File: config.mk
export PLATFORM = sky130hd
export DESIGN_NAME = rst_prio_mgr
export DESIGN_NICKNAME = d
export VERILOG_FILES = /design/src/rtl/rpm_pkg.sv /design/src/rtl/rpm_pin_sync.sv /design/src/rtl/rpm_arbiter.sv /design/src/rtl/rpm_regs.sv /design/src/rtl/rst_prio_mgr.sv
export SDC_FILE = /design/constraint.sdc
export NUM_CORES = 1
export LEC_CHECK = 0
export BUFFER_PORTS_ARGS = -buffer_cell sky130_fd_sc_hd__buf_4
export CAP_MARGIN = 20
export CORE_ASPECT_RATIO = 1.4
export CORE_MARGIN = 5
export CORE_UTILIZATION = 45
export CTS_BUF_LIST = sky130_fd_sc_hd__clkbuf_4
export DETAILED_ROUTE_END_ITERATION = 16
export GPL_TIMING_DRIVEN = 0
export PLACE_DENSITY_LB_ADDON = 0.3
export SYNTH_ARGS = -nofsm -noshare
export SYNTH_HDL_FRONTEND = slang
export SYNTH_SLANG_ARGS = --single-unit
File: constraint.sdc
create_clock -name clk -period 2.37 [get_ports clk]
set_input_delay 0.1185 -clock clk [delete_from_list [all_inputs] [get_ports clk]]
set_output_delay 0.1185 -clock clk [all_outputs]
set_load 0.01 [all_outputs]
File: src/rtl/rpm_pkg.sv
package rpm_pkg;

    typedef enum logic [2:0] {
        ST_IDLE,
        ST_BACKUP,
        ST_WAKE,
        ST_WDOG,
        ST_SOFT,
        ST_USER
    } rpm_state_e;

    typedef enum logic [2:0] {
        RT_BACKUP = 3'd0,
        RT_WAKE   = 3'd1,
        RT_WDOG   = 3'd2,
        RT_SOFT   = 3'd3,
        RT_USER   = 3'd4
    } rpm_type_e;

    // register map
    localparam int ADDR_CMD  = 0;
    localparam int ADDR_MODE = 1;
    localparam int ADDR_STAT = 2;

    // field positions
    localparam int CMD_GO_BIT     = 0;
    localparam int CMD_PERIPH_BIT = 1;
    localparam int MODE_UE_BIT    = 0;
    localparam int MODE_IE_BIT    = 1;
    localparam int MODE_LEN_LSB   = 8;
    localparam int STAT_BUSY_BIT  = 8;
    localparam int STAT_LVL_BIT   = 16;
    localparam int STAT_EDGE_BIT  = 17;

    function automatic rpm_type_e type_of(rpm_state_e s);
        case (s)
            ST_WAKE: return RT_WAKE;
            ST_WDOG: return RT_WDOG;
            ST_SOFT: return RT_SOFT;
            ST_USER: return RT_USER;
            default: return RT_BACKUP;
        endcase
    endfunction

endpackage

File: src/rtl/rpm_pin_sync.sv
module rpm_pin_sync #(
    parameter int STAGES = 2
) (
    input  logic clk,
    input  logic por_n,
    input  logic pin_n,
    output logic lvl,
    output logic fall
);
    typedef struct packed {
        logic [STAGES-1:0] sh;
        logic              prev;
    } sync_t;

    sync_t q, d;

    always_comb begin
        d      = q;
        d.sh   = {q.sh[STAGES-2:0], pin_n};
        d.prev = q.sh[STAGES-1];
    end

    always_ff @(posedge clk or negedge por_n) begin
        if (!por_n) begin
            q <= '1;
        end else begin
            q <= d;
        end
    end

    assign lvl  = q.sh[STAGES-1];
    assign fall = q.prev & ~q.sh[STAGES-1];

    // an edge event lasts exactly one cycle
    a_r11_fall_single: assert property (@(posedge clk) disable iff (!por_n)
        fall |=> !fall);

endmodule

File: src/rtl/rpm_arbiter.sv
module rpm_arbiter
    import rpm_pkg::*;
#(
    parameter int LEN_W = 8
) (
    input  logic             clk,
    input  logic             por_n,
    input  logic             backup_req,
    input  logic             wake_req,
    input  logic             wdog_req,
    input  logic             sw_cmd,
    input  logic             sw_periph,
    input  logic             user_evt,
    input  logic [LEN_W-1:0] len,
    output logic             proc_rst,
    output logic             periph_rst,
    output logic             sw_busy,
    output rpm_type_e        last_type
);
    localparam logic [LEN_W-1:0] MIN_LEN = LEN_W'(2);

    typedef struct packed {
        rpm_state_e       st;
        logic [LEN_W-1:0] cnt;
        rpm_type_e        last;
        logic             busy;
        logic             periph;
    } arb_t;

    arb_t             q, d;
    logic             go;
    rpm_state_e       tgt;
    logic [LEN_W-1:0] len_eff;

    always_comb begin
        len_eff = (len < MIN_LEN) ? MIN_LEN : len;
        go      = 1'b0;
        tgt     = ST_IDLE;
        case (q.st)
            ST_IDLE: begin
                go = 1'b1;
                if (backup_req)              tgt = ST_BACKUP;
                else if (wake_req)           tgt = ST_WAKE;
                else if (wdog_req)           tgt = ST_WDOG;
                else if (sw_cmd && !q.busy)  tgt = ST_SOFT;
                else if (user_evt)           tgt = ST_USER;
                else                         go  = 1'b0;
            end
            ST_WAKE: begin
                if (backup_req) begin go = 1'b1; tgt = ST_BACKUP; end
            end
            ST_WDOG, ST_USER: begin
                // watchdog cannot reach a user reset; neither admits commands
                if (backup_req)    begin go = 1'b1; tgt = ST_BACKUP; end
                else if (wake_req) begin go = 1'b1; tgt = ST_WAKE;   end
            end
            ST_SOFT: begin
                // pin edges are not looked at here
                if (backup_req)    begin go = 1'b1; tgt = ST_BACKUP; end
                else if (wake_req) begin go = 1'b1; tgt = ST_WAKE;   end
                else if (wdog_req) begin go = 1'b1; tgt = ST_WDOG;   end
            end
            default: ;
        endcase

        d = q;
        if (go) begin
            d.st     = tgt;
            d.cnt    = len_eff - 1'b1;
            d.last   = type_of(tgt);
            d.busy   = (tgt == ST_SOFT);
            d.periph = (tgt != ST_SOFT) || sw_periph;
        end else if (q.st != ST_IDLE) begin
            if (q.cnt == '0) begin
                d.st     = ST_IDLE;
                d.busy   = 1'b0;
                d.periph = 1'b0;
            end else begin
                d.cnt = q.cnt - 1'b1;
            end
        end
    end

    always_ff @(posedge clk or negedge por_n) begin
        if (!por_n) begin
            q.st     <= ST_IDLE;
            q.cnt    <= '0;
            q.last   <= RT_BACKUP;
            q.busy   <= 1'b0;
            q.periph <= 1'b0;
        end else begin
            q <= d;
        end
    end

    assign proc_rst   = (q.st != ST_IDLE);
    assign periph_rst = q.periph;
    assign sw_busy    = q.busy;
    assign last_type  = q.last;

    // backup always wins the next cycle
    a_r1_backup_first: assert property (@(posedge clk) disable iff (!por_n)
        (backup_req && q.st != ST_BACKUP) |=> (q.st == ST_BACKUP));
    // watchdog and commands cannot displace a user reset
    a_r3_user_holds: assert property (@(posedge clk) disable iff (!por_n)
        (q.st == ST_USER && !backup_req && !wake_req) |=> (last_type == RT_USER));
    // watchdog preempts software reset
    a_r4_soft_to_wdog: assert property (@(posedge clk) disable iff (!por_n)
        (q.st == ST_SOFT && wdog_req && !backup_req && !wake_req) |=> (q.st == ST_WDOG && periph_rst));
    // no software reset follows a watchdog reset directly
    a_r6_wdog_no_soft: assert property (@(posedge clk) disable iff (!por_n)
        (q.st == ST_WDOG) |=> !sw_busy);
    // busy only while a reset is driven
    a_r7_busy_in_reset: assert property (@(posedge clk) disable iff (!por_n)
        sw_busy |-> proc_rst);
    // no pulse shorter than two cycles
    a_r9_min_pulse: assert property (@(posedge clk) disable iff (!por_n)
        $rose(proc_rst) |=> proc_rst);

endmodule

File: src/rtl/rpm_regs.sv
module rpm_regs
    import rpm_pkg::*;
#(
    parameter int DATA_W  = 32,
    parameter int ADDR_W  = 2,
    parameter int LEN_W   = 8,
    parameter int LEN_RST = 4
) (
    input  logic              clk,
    input  logic              por_n,
    input  logic              reg_wr,
    input  logic              reg_rd,
    input  logic [ADDR_W-1:0] reg_addr,
    input  logic [DATA_W-1:0] reg_wdata,
    output logic [DATA_W-1:0] reg_rdata,
    input  logic              pin_lvl,
    input  logic              pin_fall,
    input  rpm_type_e         last_type,
    input  logic              sw_busy,
    output logic              sw_cmd,
    output logic              sw_periph,
    output logic              user_evt,
    output logic [LEN_W-1:0]  len,
    output logic              irq
);
    typedef struct packed {
        logic             user_en;
        logic             irq_en;
        logic [LEN_W-1:0] len;
        logic             sticky;
    } regs_t;

    regs_t q, d;
    logic  sel_cmd, sel_mode, sel_stat;

    always_comb begin
        sel_cmd  = (reg_addr == ADDR_W'(ADDR_CMD));
        sel_mode = (reg_addr == ADDR_W'(ADDR_MODE));
        sel_stat = (reg_addr == ADDR_W'(ADDR_STAT));

        d = q;
        if (reg_wr && sel_mode) begin
            d.user_en = reg_wdata[MODE_UE_BIT];
            d.irq_en  = reg_wdata[MODE_IE_BIT];
            d.len     = reg_wdata[MODE_LEN_LSB +: LEN_W];
        end
        if (reg_rd && sel_stat) d.sticky = 1'b0;
        if (pin_fall)           d.sticky = 1'b1;

        reg_rdata = '0;
        if (reg_rd && sel_mode) begin
            reg_rdata[MODE_UE_BIT]               = q.user_en;
            reg_rdata[MODE_IE_BIT]               = q.irq_en;
            reg_rdata[MODE_LEN_LSB +: LEN_W]     = q.len;
        end else if (reg_rd && sel_stat) begin
            reg_rdata[2:0]           = last_type;
            reg_rdata[STAT_BUSY_BIT] = sw_busy;
            reg_rdata[STAT_LVL_BIT]  = pin_lvl;
            reg_rdata[STAT_EDGE_BIT] = q.sticky;
        end
    end

    always_ff @(posedge clk or negedge por_n) begin
        if (!por_n) begin
            q.user_en <= 1'b0;
            q.irq_en  <= 1'b0;
            q.len     <= LEN_W'(LEN_RST);
            q.sticky  <= 1'b0;
        end else begin
            q <= d;
        end
    end

    assign sw_cmd    = reg_wr && sel_cmd && reg_wdata[CMD_GO_BIT];
    assign sw_periph = reg_wdata[CMD_PERIPH_BIT];
    assign user_evt  = pin_fall && q.user_en;
    assign len       = q.len;
    assign irq       = q.sticky && q.irq_en && !q.user_en;

    // every synchronised falling edge is recorded
    a_r11_edge_sets: assert property (@(posedge clk) disable iff (!por_n)
        pin_fall |=> q.sticky);
    // a status read clears the flag when no edge coincides
    a_r12_read_clears: assert property (@(posedge clk) disable iff (!por_n)
        (reg_rd && sel_stat && !pin_fall) |=> !irq);

endmodule

File: src/rtl/rst_prio_mgr.sv
module rst_prio_mgr
    import rpm_pkg::*;
#(
    parameter int DATA_W      = 32,
    parameter int ADDR_W      = 2,
    parameter int LEN_W       = 8,
    parameter int LEN_RST     = 4,
    parameter int SYNC_STAGES = 2
) (
    input  logic              clk,
    input  logic              por_n,
    input  logic              backup_req,
    input  logic              wake_req,
    input  logic              wdog_req,
    input  logic              ext_rst_n,
    input  logic              reg_wr,
    input  logic              reg_rd,
    input  logic [ADDR_W-1:0] reg_addr,
    input  logic [DATA_W-1:0] reg_wdata,
    output logic [DATA_W-1:0] reg_rdata,
    output logic              proc_rst,
    output logic              periph_rst,
    output logic              irq
);
    logic             pin_lvl, pin_fall;
    logic             sw_cmd, sw_periph, user_evt, sw_busy;
    logic [LEN_W-1:0] len;
    rpm_type_e        last_type;

    rpm_pin_sync #(.STAGES(SYNC_STAGES)) u_sync (
        .clk   (clk),
        .por_n (por_n),
        .pin_n (ext_rst_n),
        .lvl   (pin_lvl),
        .fall  (pin_fall)
    );

    rpm_regs #(
        .DATA_W (DATA_W),
        .ADDR_W (ADDR_W),
        .LEN_W  (LEN_W),
        .LEN_RST(LEN_RST)
    ) u_regs (
        .clk       (clk),
        .por_n     (por_n),
        .reg_wr    (reg_wr),
        .reg_rd    (reg_rd),
        .reg_addr  (reg_addr),
        .reg_wdata (reg_wdata),
        .reg_rdata (reg_rdata),
        .pin_lvl   (pin_lvl),
        .pin_fall  (pin_fall),
        .last_type (last_type),
        .sw_busy   (sw_busy),
        .sw_cmd    (sw_cmd),
        .sw_periph (sw_periph),
        .user_evt  (user_evt),
        .len       (len),
        .irq       (irq)
    );

    rpm_arbiter #(.LEN_W(LEN_W)) u_arb (
        .clk        (clk),
        .por_n      (por_n),
        .backup_req (backup_req),
        .wake_req   (wake_req),
        .wdog_req   (wdog_req),
        .sw_cmd     (sw_cmd),
        .sw_periph  (sw_periph),
        .user_evt   (user_evt),
        .len        (len),
        .proc_rst   (proc_rst),
        .periph_rst (periph_rst),
        .sw_busy    (sw_busy),
        .last_type  (last_type)
    );

endmodule

After elaboration in Yosys (flattened, before gate mapping)
Index checks and enable logic that the tools add are counted.
- logic and storage cells: 93
- input port bits: 42
- bits in registers: 30
- bitwise gates (word level): 2
- $lt $le $gt $ge: 1
- multiplexer cells: 43
- eq/ne operators: 12
- reductions and logical operators: 22
- add/subtract/negate cells: 2
- operators with widths (kind ; number):
    3-bit two-way mux ; 10
    3-bit one-hot mux with 4 select lines ; 2
    11-bit two-way mux ; 2
    1-bit two-way mux ; 17
    2-bit two-way mux ; 8
    8-bit two-way mux ; 2
    8-bit by 1-bit subtractor with 8-bit output, second input constant ; 2
    3-bit by 2-bit equality test with 1-bit output, second input constant ; 4
    3-bit equality test, second input constant ; 4
    1-bit logical AND ; 9
    8-bit logical NOT ; 1
    8-bit by 2-bit < comparator with 1-bit output, second input constant ; 1
    7-bit two-way mux ; 1
    2-bit nonzero test ; 3
    1-bit one-hot mux with 4 select lines ; 1
    2-bit AND reduction ; 2
    3-bit logical NOT ; 1
    3-bit inequality test, second input constant ; 1
    3-bit nonzero test ; 1
    2-bit by 1-bit equality test with 1-bit output, second input constant ; 1
    2-bit equality test, second input constant ; 1
    1-bit logical NOT ; 2
    2-bit logical NOT ; 1
    2-bit by 1-bit inequality test with 1-bit output, second input constant ; 1
    4 further kinds ; 4

Logic depth before layout (Yosys ltp)
- depth after elaboration: 12
- depth in mapped cells: 11
- gate-level depth less buffers: 9

Cells and area by module
Synthesis repeated with hierarchy kept, for this count alone.
- cell total of the unflattened synthesis: 209
- area total of the unflattened synthesis: 1984.4 um^2
- by module, submodules not included (module ; area each (um^2) ; instances ; cells each):
    rpm_arbiter ; 1037.2 ; 1 ; 122
    rpm_regs ; 854.6 ; 1 ; 83
    rpm_pin_sync ; 92.6 ; 1 ; 4

Worst setup path after synthesis
No wires, ideal clock.
- path type: flip-flop to flip-flop
- from: register u_arb.q[13] (netlist bit)
- to: register u_arb.q[11] (netlist bit)
- path buffers: 1
- setup time: 126 ps
- cell stages (with the launch flop): 11
- required time: 2244 ps
- slack: -19 ps
- period minus slack after synthesis: 2389 ps
- arrival time: 2263 ps
- path through: dfrtp_1 nor3b_1 a21o_1 a31o_2 or2_4 buf_6 o31ai_2 ha_1 nor3b_1 xnor2_1 mux2i_1
- longest elaborated chain between the ends: 5
- ends and longest elaborated chain (what ; line ; source):
    from (decl) ; rpm_arbiter.sv:30 ; arb_t q, d;
    3-bit by 2-bit equality test with 1-bit output / 3-bit equality test (equally long branches) ; rpm_arbiter.sv:39 ; case (q.st)
    2-bit OR reduction ; rpm_arbiter.sv:39 ;
    1-bit one-hot mux with 4 select lines ; rpm_arbiter.sv:39 ;
    2-bit by 1-bit inequality test with 1-bit output (no source line) / 2-bit nonzero test (equally long branches) ; - ;
    2-bit AND reduction (no source line) ; - ;
Parallel ways exist; a longest one is shown, timed or not.
A chain may end at the register's enable or synchronous reset.

Worst setup path after layout
- from: register u_regs.len[3] (netlist name)
- to: register u_arb.q[11] (netlist bit)
- longest elaborated chain between the ends: 4
- ends and longest elaborated chain (what ; line ; source):
    8-bit by 2-bit < comparator with 1-bit output ; rpm_arbiter.sv:36 ; len_eff = (len < MIN_LEN) ? MIN_LEN : len;
    8-bit two-way mux * ; rpm_arbiter.sv:36 ;
    8-bit by 1-bit subtractor with 8-bit output * ; rpm_arbiter.sv:69 ; d.cnt = len_eff - 1'b1;
    11-bit two-way mux * ; rpm_arbiter.sv:67 ; if (go) begin
Every way passes the cells marked *; elsewhere a longest branch is shown, timed or not.

==> results.yml <==
cts:
  clk_pin_slew_worst_paths_ns: 0.10
  cts-buffers-inserted: 5
  cts_max_level: 2
  cts_tree: "yes"
  cts_root_buf: "clkbuf_4"
  cts_sinks: 30
  worstSkewPairLatency_ns: 0.34
  cts_buffer_depth: 2
timing:
  fmax_mhz: 414.0
  slew_headroom_pct: 57.44
  fin_ws_ns: -0.04549
  period_minus_slack_ns: 2.415
  tightest_slew_ns: 0.6385
  setup_viol: 2
  hold_viol_final: 0
  fin_crit_sh_pct: 101.9
  hold_slack_ns: 0.01624
  drv_slew: 0
  clock-skew-final_ns: 0.01280
  setup-tns-final_ns: -0.07452
  rsz0062_at_grt: "yes"
synth:
  postSynthAreaPerCell_um2: 10.08
  synth_seq_area_share_pct: 41.66
  netlist_instances: 180
  netlist_area_um2: 1814
  synth_top_cell_area_share_pct: 35.86
  synth-async-reset-ratio_pct: 100.0
  synth_area_leaders: "dfrtp_1 (36%), buf_4 (7.9%), dfstp_2 (5.8%)"
  yosys_warnings: 0
  yosysUniqueCellTypes: 48
  synth_edf_count: 0
  synth_flop_cell: "dfrtp_1"
  synth-seq-cells: 30
  synth_top_cell_by_area: "dfrtp_1"
cells_and_area:
  final_cell_count_no_fill: 299
  num-nets-final: 298
  register_area_um2: 755.7
  multi_input_area_um2: 984.7
  final_area_um2: 2435
  drive_gt1_share_pct: 39.45
  utilization_pct: 62.13
  area_growth_pct: 34.21
  fill_cells: 356
  antennaDiodeCount: 0
global_routing:
  grt_max_degree: 31
  grt_remaining_overflow: 0
  grt_usage_pct: 16.05
  first_global_vias: 1540
  antenna_found_initial: 0
  grt_pass1_wl_um: 6955
worst_setup_path:
  crit_path_start: "u_regs.len[3]"
  critPathKind: "reg2reg"
  worstPathMaxFanout: 5
  worstSetupEndpointType: "flip-flop"
  critPathRequiredTime_ns: 2.59
  reg2regPathDepth: 8
  slowest_stage: "nor4_4"
  cpPeakStageDelay_ns: 0.44
  arrival_ns: 2.63
  start_kind: "flip-flop"
  crit_family: "simple AND/OR/NAND/NOR gates"
  critPathBufInv: 0
  r2r-start: "u_regs.len[3]"
  worst-path-stages: 8
  path_cells: "or3_4, nor4_4, a2111oi_4, a21oi_1, ha_2, nor3b_4, xnor2_1, mux2i_1"
place:
  placedCellCount: 276
  dpl_cell_area_um2: 2206
  port_buffers: 35
  dp_hpwl_um: 2965
  post-place-ws_ns: -0.2169
  routabilityCongestion: 0.8003
floorplan:
  initial_core_util_pct: 46.30
  row_count: 27
  ios: 77
  die_x_um: 63.67
  die_area_um2: 5420
  core_region_area_um2: 3919
  die_h_um: 85.13
drt:
  wire_per_inst_um: 14.12
  drtIter0Drc: 62
  routed_wl_um: 4223
  ant_nets: 0
  drc: 0
  viasPerCell: 5.147
  vias: 1539
  drtPass1Iterations: 4
worst_hold_path:
  worstHoldPathType: "in2reg"
  hold_depth: 2
  hold_start: "reg_wdata[0]"
run_status:
  violations: "setup timing"
  status: "finished with violations"
power:
  power.share.clock_pct: 13.4
  leakage_nw: 1.176
  intPower_mw: 1.353
  sequentialPowerShare_pct: 37.5
  ir_worst_vdd_uv: 576.6
  total_power_mw: 2.234
  pwr-share-comb_pct: 49.1
  netSwitchingFraction_pct: 39.43
  switchingPower_uw: 881.0
  power_density_nw_per_um2: 917.6
flow_run:
  cap_violations: 0
Yosys cell counts (all sizes together), types with 2 or more instances:
cell and n:
dfrtp 26, buf 21, nand2 11, and2 10, mux2 9, a21oi 8
inv 8, nor3 7, xor2 7, mux2i 5, nor2 5, a22o 4
dfstp 4, nand3 4, nor4 4, clkbuf 3, nor3b 3, o21bai 3
xnor2 3, a21o 2, a31o 2, a32o 2, and3b 2, nand2b 2
nand3b 2, nor2b 2, o21ai 2, o22ai 2, o31ai 2, or3 2
layer usage:
layer | up-vias | share of wire [%] | track usage [%]
li1 | 750 | - | -
met1 | 725 | 36 | 16.51
met2 | 54 | 54 | 29.48
met3 | 10 | 7.1 | 4.901
met4 | 0 | 2.7 | 6.616
met5 | - | 0 | 0
what timing repair did:
action	CTS	global route
hold buffers	4	0
setup endpoints to repair	3	3
endpoints found under the hold margin	29	0
buffers inserted	6	6
gates resized for setup	6	3
pin swaps	7	8
flip-flops by register name, indices dropped and copies added, names as in the netlist:
name and flops:
u_arb.q 11, u_regs.len 8, u_arb.last_type 3, u_regs.q 3, u_arb.periph_rst 1, u_arb.sw_busy 1
u_sync.d 1, u_sync.lvl 1, u_sync.q 1
worst register-to-register path, stage by stage (launching register included):
cell and delay, ns:
dfrtp_1 0.42, or3_4 0.42, nor4_4 0.44, a2111oi_4 0.15, a21oi_1 0.15, ha_2 0.26, nor3b_4 0.22, xnor2_1 0.16
mux2i_1 0.10
power by group through the flow:
stage               clock (mW)  sequential (mW)  combinational [mW]
global route             0.333            0.860                1.20
floorplan                    0            0.801               0.731
finish                   0.300            0.837                1.10
global placement             0            0.834               0.937
CTS                      0.313            0.834                1.04
detailed placement           0            0.838               0.945
final cells by class:
| cell class | instances | area share [%] |
|---|---|---|
| timing repair buffer | 51 | 16.29 |
| inverter | 8 | 1.233 |
| multi-input combinational | 136 | 40.44 |
| clock inverter | 2 | 0.4111 |
| buffer | 23 | 6.526 |
| sequential | 30 | 31.04 |
| clock buffer | 6 | 1.850 |
| tap | 43 | 2.210 |
layout by cell type, fill, tap and decap left out, types with 2 or more instances in the layout:
cell type and instances:
mux2i_1 5, dlygate4sd3_1 4, inv_1 7, and2_1 10, nand2b_1 2, dfrtp_1 26, conb_1 19, nand3b_1 2
clkbuf_4 6, mux2_2 9, clkinv_2 2, nor2b_1 2, a32o_1 2, buf_4 65, nand2_1 11, o21bai_1 3
xnor2_1 3, and3b_1 2, o22ai_1 2, xor2_1 7, a22o_1 4, dfstp_2 4, nor2_1 5, clkbuf_1 3
o21ai_0 2, nor3b_1 2, a21oi_1 7, nor4_1 2, nor3_1 7, nand3_1 4, a21o_1 2
path summary, 6_finish.rpt:
check	endpoint	slack, ns
hold / removal	u_regs.q[10]	0.02
max in group asynchronous	u_regs.len[2]	1.80
setup reg to reg	u_arb.q[11]	-0.05
hold reg to reg	u_sync.lvl	0.37
min in group asynchronous	u_arb.sw_busy	0.24
setup / recovery	u_arb.q[11]	-0.05
kinds of logic after synthesis:
family                   synth area share, %
other                                 0.2067
multiplexers                           8.345
AO/OA/AOI/OAI                          14.35
adder cells (fa/ha/maj)               0.6895
flip-flops                             41.65
AND/OR/NAND/NOR                        18.90
XOR/XNOR                               4.828
buffers and inverters                  11.03
No activity file was read; power rests on OpenSTA's default activity.
